### src/rtl/tlb_xlat_pkg.sv
package tlb_xlat_pkg;

   typedef enum logic [2:0] {
      OP_LOOKUP      = 3'd0,
      OP_INSERT      = 3'd1,
      OP_FLUSH_ALL   = 3'd2,
      OP_FLUSH_LOCAL = 3'd3,
      OP_DEMAP       = 3'd4
   } tlb_op_e;

endpackage

### src/rtl/tlb_range_cmp.sv
// One slot's window comparator: base <= addr < base + 2^szlog.
module tlb_range_cmp #(
   parameter int VAW = 32,
   parameter int SZW = 5
) (
   input  logic           valid,
   input  logic [VAW-1:0] vbase,
   input  logic [SZW-1:0] szlog,
   input  logic [VAW-1:0] addr,
   output logic           match,
   output logic [VAW-1:0] offset
);
   localparam int EW = VAW + 1;

   logic [VAW-1:0] mask;
   logic [EW-1:0]  limit;
   logic           lo_ok, hi_ok;

   assign mask   = ~({VAW{1'b1}} << szlog);
   assign limit  = {1'b0, vbase} + {1'b0, mask} + EW'(1);
   assign lo_ok  = addr >= vbase;
   assign hi_ok  = {1'b0, addr} < limit;
   assign match  = valid & lo_ok & hi_ok;
   assign offset = addr & mask;
endmodule

### src/rtl/tlb_pick.sv
// Chooses the youngest matching slot, the first empty slot and the oldest valid slot.
module tlb_pick #(
   parameter int ENTRIES = 8,
   parameter int RW      = 3
) (
   input  logic [ENTRIES-1:0] match,
   input  logic [ENTRIES-1:0] valid,
   input  logic [RW-1:0]      rank [ENTRIES],
   output logic               hit_any,
   output logic [RW-1:0]      hit_idx,
   output logic               free_any,
   output logic [RW-1:0]      free_idx,
   output logic [RW-1:0]      lru_idx
);
   logic [RW-1:0] best, worst;
   logic          seen;

   always_comb begin
      hit_any = 1'b0;
      hit_idx = '0;
      best    = '0;
      for (int i = 0; i < ENTRIES; i++) begin
         if (match[i] && (!hit_any || rank[i] < best)) begin
            hit_any = 1'b1;
            best    = rank[i];
            hit_idx = RW'(i);
         end
      end
   end

   always_comb begin
      free_any = 1'b0;
      free_idx = '0;
      for (int i = ENTRIES - 1; i >= 0; i--) begin
         if (!valid[i]) begin
            free_any = 1'b1;
            free_idx = RW'(i);
         end
      end
   end

   always_comb begin
      seen    = 1'b0;
      worst   = '0;
      lru_idx = '0;
      for (int i = 0; i < ENTRIES; i++) begin
         if (valid[i] && (!seen || rank[i] > worst)) begin
            seen    = 1'b1;
            worst   = rank[i];
            lru_idx = RW'(i);
         end
      end
   end
endmodule

### src/rtl/tlb_age.sv
// Recency ranks: the touched slot becomes 0, slots younger than it age by one.
module tlb_age #(
   parameter int ENTRIES = 8,
   parameter int RW      = 3
) (
   input  logic [RW-1:0] rank_q [ENTRIES],
   input  logic          touch,
   input  logic [RW-1:0] touch_idx,
   output logic [RW-1:0] rank_d [ENTRIES]
);
   logic [RW-1:0] t_rank;
   assign t_rank = rank_q[touch_idx];

   for (genvar i = 0; i < ENTRIES; i++) begin : g_slot
      always_comb begin
         if (!touch)
            rank_d[i] = rank_q[i];
         else if (RW'(i) == touch_idx)
            rank_d[i] = '0;
         else if (rank_q[i] < t_rank)
            rank_d[i] = rank_q[i] + RW'(1);
         else
            rank_d[i] = rank_q[i];
      end
   end
endmodule

### src/rtl/tlb_range_xlat.sv
module tlb_range_xlat
   import tlb_xlat_pkg::*;
#(
   parameter int ENTRIES = 8,
   parameter int VAW     = 32,
   parameter int PAW     = 32,
   parameter int SZW     = 5
) (
   input  logic           clk,
   input  logic           rst_n,
   input  logic           req_valid,
   input  logic [2:0]     req_op,
   input  logic [VAW-1:0] req_vaddr,
   input  logic [PAW-1:0] req_pbase,
   input  logic [SZW-1:0] req_szlog,
   input  logic           req_global,
   output logic           rsp_done,
   output logic           rsp_hit,
   output logic           rsp_miss,
   output logic [PAW-1:0] rsp_paddr
);
   localparam int RW = (ENTRIES > 1) ? $clog2(ENTRIES) : 1;

   if (ENTRIES < 2) begin : g_chk_entries
      $error("tlb_range_xlat: ENTRIES must be at least 2");
   end
   if ((2 ** SZW) < VAW) begin : g_chk_szw
      $error("tlb_range_xlat: SZW too narrow to express every page size");
   end
   if (VAW < 2 || PAW < 2) begin : g_chk_widths
      $error("tlb_range_xlat: address widths too small");
   end

   // registered request stage
   logic           q_valid;
   logic [2:0]     q_op;
   logic [VAW-1:0] q_vaddr;
   logic [PAW-1:0] q_pbase;
   logic [SZW-1:0] q_szlog;
   logic           q_global;

   always_ff @(posedge clk) begin
      if (!rst_n) begin
         q_valid  <= 1'b0;
         q_op     <= '0;
         q_vaddr  <= '0;
         q_pbase  <= '0;
         q_szlog  <= '0;
         q_global <= 1'b0;
      end else begin
         q_valid <= req_valid;
         if (req_valid) begin
            q_op     <= req_op;
            q_vaddr  <= req_vaddr;
            q_pbase  <= req_pbase;
            q_szlog  <= req_szlog;
            q_global <= req_global;
         end
      end
   end

   // slot storage
   logic [ENTRIES-1:0] valid_q, global_q;
   logic [VAW-1:0]     vbase_q [ENTRIES];
   logic [PAW-1:0]     pbase_q [ENTRIES];
   logic [SZW-1:0]     szlog_q [ENTRIES];
   logic [RW-1:0]      rank_q  [ENTRIES];
   logic [RW-1:0]      rank_d  [ENTRIES];

   logic [ENTRIES-1:0] match;
   logic [VAW-1:0]     offs [ENTRIES];

   for (genvar i = 0; i < ENTRIES; i++) begin : g_cmp
      tlb_range_cmp #(.VAW(VAW), .SZW(SZW)) i_cmp (
         .valid  (valid_q[i]),
         .vbase  (vbase_q[i]),
         .szlog  (szlog_q[i]),
         .addr   (q_vaddr),
         .match  (match[i]),
         .offset (offs[i])
      );
   end

   logic          hit_any, free_any;
   logic [RW-1:0] hit_idx, free_idx, lru_idx;

   tlb_pick #(.ENTRIES(ENTRIES), .RW(RW)) i_pick (
      .match    (match),
      .valid    (valid_q),
      .rank     (rank_q),
      .hit_any  (hit_any),
      .hit_idx  (hit_idx),
      .free_any (free_any),
      .free_idx (free_idx),
      .lru_idx  (lru_idx)
   );

   logic is_lookup, is_insert, is_flush_all, is_flush_local, is_demap;
   assign is_lookup      = q_valid && (q_op == OP_LOOKUP);
   assign is_insert      = q_valid && (q_op == OP_INSERT);
   assign is_flush_all   = q_valid && (q_op == OP_FLUSH_ALL);
   assign is_flush_local = q_valid && (q_op == OP_FLUSH_LOCAL);
   assign is_demap       = q_valid && (q_op == OP_DEMAP);

   logic [RW-1:0] ins_idx, touch_idx;
   logic          touch;
   assign ins_idx   = free_any ? free_idx : lru_idx;
   assign touch     = is_insert || (is_lookup && hit_any);
   assign touch_idx = is_insert ? ins_idx : hit_idx;

   tlb_age #(.ENTRIES(ENTRIES), .RW(RW)) i_age (
      .rank_q    (rank_q),
      .touch     (touch),
      .touch_idx (touch_idx),
      .rank_d    (rank_d)
   );

   logic [PAW-1:0] hit_pa;
   assign hit_pa = pbase_q[hit_idx] | PAW'(offs[hit_idx]);

   always_ff @(posedge clk) begin
      if (!rst_n) begin
         valid_q  <= '0;
         global_q <= '0;
         for (int i = 0; i < ENTRIES; i++) begin
            rank_q[i]  <= RW'(i);
            vbase_q[i] <= '0;
            pbase_q[i] <= '0;
            szlog_q[i] <= '0;
         end
      end else begin
         for (int i = 0; i < ENTRIES; i++) rank_q[i] <= rank_d[i];
         if (is_insert) begin
            valid_q[ins_idx]  <= 1'b1;
            global_q[ins_idx] <= q_global;
            vbase_q[ins_idx]  <= q_vaddr;
            pbase_q[ins_idx]  <= q_pbase;
            szlog_q[ins_idx]  <= q_szlog;
         end
         if (is_flush_all)          valid_q          <= '0;
         if (is_flush_local)        valid_q          <= valid_q & global_q;
         if (is_demap && hit_any)   valid_q[hit_idx] <= 1'b0;
      end
   end

   always_ff @(posedge clk) begin
      if (!rst_n) begin
         rsp_done  <= 1'b0;
         rsp_hit   <= 1'b0;
         rsp_miss  <= 1'b0;
         rsp_paddr <= '0;
      end else begin
         rsp_done  <= q_valid;
         rsp_hit   <= is_lookup && hit_any;
         rsp_miss  <= is_lookup && !hit_any;
         rsp_paddr <= (is_lookup && hit_any) ? hit_pa : '0;
      end
   end
endmodule

### config.mk
export PLATFORM = sky130hd
export DESIGN_NAME = tlb_range_xlat
export DESIGN_NICKNAME = d
export VERILOG_FILES = /design/src/rtl/tlb_xlat_pkg.sv /design/src/rtl/tlb_range_cmp.sv /design/src/rtl/tlb_pick.sv /design/src/rtl/tlb_age.sv /design/src/rtl/tlb_range_xlat.sv
export SDC_FILE = /design/constraint.sdc
export NUM_CORES = 2
export LEC_CHECK = 0
export ABC_AREA = 0
export CAP_MARGIN = 10
export CELL_PAD_IN_SITES_DETAIL_PLACEMENT = 1
export CELL_PAD_IN_SITES_GLOBAL_PLACEMENT = 1
export CORE_MARGIN = 2
export CORE_UTILIZATION = 50
export DETAILED_ROUTE_END_ITERATION = 6
export GPL_TIMING_DRIVEN = 0
export PLACE_DENSITY_LB_ADDON = 0.1
export SYNTH_ARGS = -nofsm -noshare
export SYNTH_HDL_FRONTEND = slang
export SYNTH_SLANG_ARGS = --single-unit
### constraint.sdc
create_clock -name clk -period 22.7 [get_ports clk]
set_input_delay 2.27 -clock clk [delete_from_list [all_inputs] [get_ports clk]]
set_output_delay 2.27 -clock clk [all_outputs]
set_load 0.005 [all_outputs]
==> flow_metrics.env <==
export IMPL_outcome="finished with violations"
export IMPL_failed_checks="DRC, capacitance limit, slew limit"
export IMPL_fin_util=0.572
export IMPL_area_delta_synth_final_pct=13.4
export IMPL_wl_um=272000
export IMPL_grt_pass1_wl_um=381000
export IMPL_synthCells=6338
export IMPL_synth_xor_area_frac=0.0317
export IMPL_setup_viol=0
export IMPL_reg2reg_depth=89
export IMPL_finClkSkew_ns=0.0469
export IMPL_start_util=0.504
export IMPL_grt_max_degree=31
export IMPL_yosysTopAreaCell="edfxtp_1"
export IMPL_pin_count=111
export IMPL_path_clk_slew_ns=0.06
export IMPL_max_slew_margin=-0.00903
export IMPL_power_density_nw_per_um2=56.1
export IMPL_syn_num_nets=7225
export IMPL_avgSynthCellArea_sq_um=9.10
export IMPL_use_met3=0.142
export IMPL_arrival_ns=22.30
export IMPL_ctsRootBufferMaster="clkbuf_16"
export IMPL_drt_iter0_drc=6507
export IMPL_h_tree_depth=3
export IMPL_synth_top_family_by_area="simple AND/OR/NAND/NOR gates"
export IMPL_synth_area_sq_um=57700
export IMPL_grt_usage=0.451
export IMPL_synth_edf_count=552
export IMPL_drv_slew=11
export IMPL_maxCapViolCount=1
export IMPL_fillCellCount=13100
export IMPL_synth_main_ff_cell="edfxtp_1"
export IMPL_fin_crit_sh=0.960
export IMPL_hold_class="reg -> reg"
export IMPL_synthAdderAreaFrac=0.177
export IMPL_cp_common_cell="a21oi_1"
export IMPL_power_leakage_nw=28.5
export IMPL_die_w_um=344
export IMPL_ys_ff_latch=701
export IMPL_drtPass1Iterations=7
export IMPL_place_hpwl_um=208000
export IMPL_finalWorstSetupSlack_ns=0.906
export IMPL_ys_async_sr_fraction=0
export IMPL_synthSimpleGateAreaFrac=0.192
export IMPL_regToRegStartpoint="szlog_q[0][2]$_SDFFCE_PN0P_"
export IMPL_yosys_area_top_type_share=0.287
export IMPL_final_area_sq_um=65400
export IMPL_endpoint="rsp_paddr[2]$_SDFF_PN0_"
export IMPL_globalplace_congestion=1.08
export IMPL_cts_tree="built"
export IMPL_rsz0062_at_grt="no"
export IMPL_vias=54800
export IMPL_num_rows=124
export IMPL_drc=6
export IMPL_place_ws_ns=-2.49
export IMPL_critPathMaxFanout=10
export IMPL_synth_distinct_cells=107
export IMPL_grt_use_met1=0.521
export IMPL_clk_latency_ns=0.72
export IMPL_ir_drop_mv=0.0641
export IMPL_critPathLaunchType="flop"
export IMPL_final_common_cell="ha_1"
export IMPL_core_sq_um=114000
export IMPL_ant_nets=0
export IMPL_cpMaxStageDelayCell="buf_2"
export IMPL_grt_pass1_vias=55400
export IMPL_fin_total_pwr_mw=3.67
export IMPL_synth_compound_area_frac=0.176
export IMPL_dpl_cell_area_sq_um=62000
export IMPL_holdWs_ns=0.484
export IMPL_grt_overflow_total=0
export IMPL_cp_data_required_time_ns=23.21
export IMPL_r2r_end="rsp_paddr[2]$_SDFF_PN0_"
export IMPL_yosysWarnings=0
export IMPL_end_kind="flop"
export IMPL_final_nets=7497
export IMPL_worstSetupPathType="reg -> reg"
export IMPL_port_buffers=108
export IMPL_yosysSeqAreaShare=0.339
export IMPL_numCtsBuffers=87
export IMPL_die_area_sq_um=118000
export IMPL_clockBufferDepth=3
export IMPL_top_usage_layer="met2"
export IMPL_die_y_um=344
export IMPL_critPathMaxStageDelay_ns=0.49
export IMPL_grt_use_met2=0.690
export IMPL_tightestPinTransition_ns=1.51
export IMPL_via_per_inst=6.68
export IMPL_drive_gt1_frac=0.0658
export IMPL_wire_per_inst_um=33.1
export IMPL_finalCriticalPeriod_ns=21.79
export IMPL_fmax_mhz=45.9
export IMPL_hold_viol=0
export IMPL_muxShareOfSynthArea=0.0371
export IMPL_final_cell_mix="ha_1 (803), edfxtp_1 (552), and2_1 (536)"
export IMPL_antenna_found_initial=32
export IMPL_ys_top_cells_by_area="edfxtp_1 (29%), ha_1 (17%), and2_1 (5.8%)"
export IMPL_worstSetupStartpoint="szlog_q[0][2]$_SDFFCE_PN0P_"
export IMPL_worst_r2r_setup_slack_ns=0.91
export IMPL_clock_sinks=701
[power breakdown]
part,internal (mW),switching (mW)
sequential,1.43,0.0699
clock,0.844,0.640
combinational,0.263,0.426
[Yosys cell counts, types with 26 or more instances]
| cell type | instances |
|---|---|
| and2_1 | 536 |
| o21ai_0 | 326 |
| ha_1 | 803 |
| a21o_1 | 173 |
| a2111oi_0 | 26 |
| nand2b_1 | 93 |
| nor2_1 | 455 |
| mux4_2 | 26 |
| o21a_1 | 75 |
| nand4_1 | 72 |
| mux2i_1 | 142 |
| inv_1 | 478 |
| xnor2_1 | 111 |
| or3_1 | 31 |
| edfxtp_1 | 552 |
| nor2b_1 | 53 |
| a31oi_1 | 55 |
| nand2_1 | 485 |
| and3_1 | 44 |
| clkbuf_1 | 192 |
| nor4_1 | 45 |
| a21boi_0 | 27 |
| nor3_1 | 145 |
| o211ai_1 | 58 |
| a211oi_1 | 70 |
| dfxtp_1 | 149 |
| a21oi_1 | 384 |
| o21bai_1 | 34 |
| xor2_1 | 98 |
| nand3_1 | 176 |
[sequential cells by signal, indices dropped and copies added, names as in the netlist]
name / flops
pbase_q: 256
vbase_q: 256
szlog_q: 40
q_pbase: 32
q_vaddr: 32
rsp_paddr: 32
rank_q: 24
global_q: 8
valid_q: 8
q_szlog: 5
q_op: 3
q_global: 1
q_valid: 1
rsp_done: 1
rsp_hit: 1
rsp_miss: 1
[cells by family (layout without fill, tap and decap cells)]
kind of cell / count (synthesis) / in the layout
flops: 701 / 701
other cells: 0 / 14
buf+inv: 711 / 1056
simple gates: 2199 / 2199
xor+xnor: 209 / 209
compound gates: 1526 / 1526
mux: 180 / 180
fa+ha+maj: 812 / 812
[critical path, delay by kind of cell (launching register included)]
| kind | cells | cell delay, ns |
|---|---|---|
| flip-flops | 1 | 0.40 |
| XOR/XNOR | 1 | 0.21 |
| AO/OA/AOI/OAI | 48 | 11.42 |
| multiplexers | 2 | 0.59 |
| AND/OR/NAND/NOR | 18 | 3.39 |
| buffers and inverters | 10 | 2.61 |
| adder cells (fa/ha/maj) | 10 | 2.91 |
[through the flow]
step	setup TNS [ns]	cells
after CTS	0	8185
after floorplan	0	6338
final	0	8209
after detailed placement	-92.18	8023
after global placement	-88.10	7958
after global routing	0	8200
[worst min-delay path by stage]
stage,slack [ns],start,cells past startpoint,end
floorplan,0.45,global_q[0]$_SDFFE_PN0P_,2,global_q[0]$_SDFFE_PN0P_
global placement,0.46,global_q[7]$_SDFFE_PN0P_,2,global_q[7]$_SDFFE_PN0P_
detailed placement,0.47,global_q[6]$_SDFFE_PN0P_,2,global_q[6]$_SDFFE_PN0P_
CTS,0.48,global_q[7]$_SDFFE_PN0P_,2,global_q[7]$_SDFFE_PN0P_
global route,0.52,global_q[7]$_SDFFE_PN0P_,2,global_q[7]$_SDFFE_PN0P_
finish,0.48,global_q[7]$_SDFFE_PN0P_,2,global_q[7]$_SDFFE_PN0P_
[layer usage]
metal,up-vias,part of all wire
met2,3253,0.43
met4,12,0.097
met1,26900,0.36
met5,-,0.0014
met3,1078,0.11
li1,23600,-
[area by class of cell]
class / count / area, sq um / share of cell area
multi-input cells: 4926 / 35700 / 0.546
flip-flops and latches: 701 / 19600 / 0.300
repair buffers: 185 / 2420 / 0.0370
clock buffers: 114 / 2390 / 0.0365
well taps: 1512 / 1890 / 0.0289
inverters: 486 / 1820 / 0.0279
plain buffers: 223 / 942 / 0.0144
clock inverters: 48 / 602 / 0.00920
diodes: 14 / 35.0 / 0.000536
[repair_timing]
action,4_1_cts,5_1_grt
hold buffers,0,0
gates resized for setup,36,73
endpoints found under the setup margin,63,63
buffers inserted,2,5
pin swaps,1,2
No activity file was read; power rests on OpenSTA's default activity.
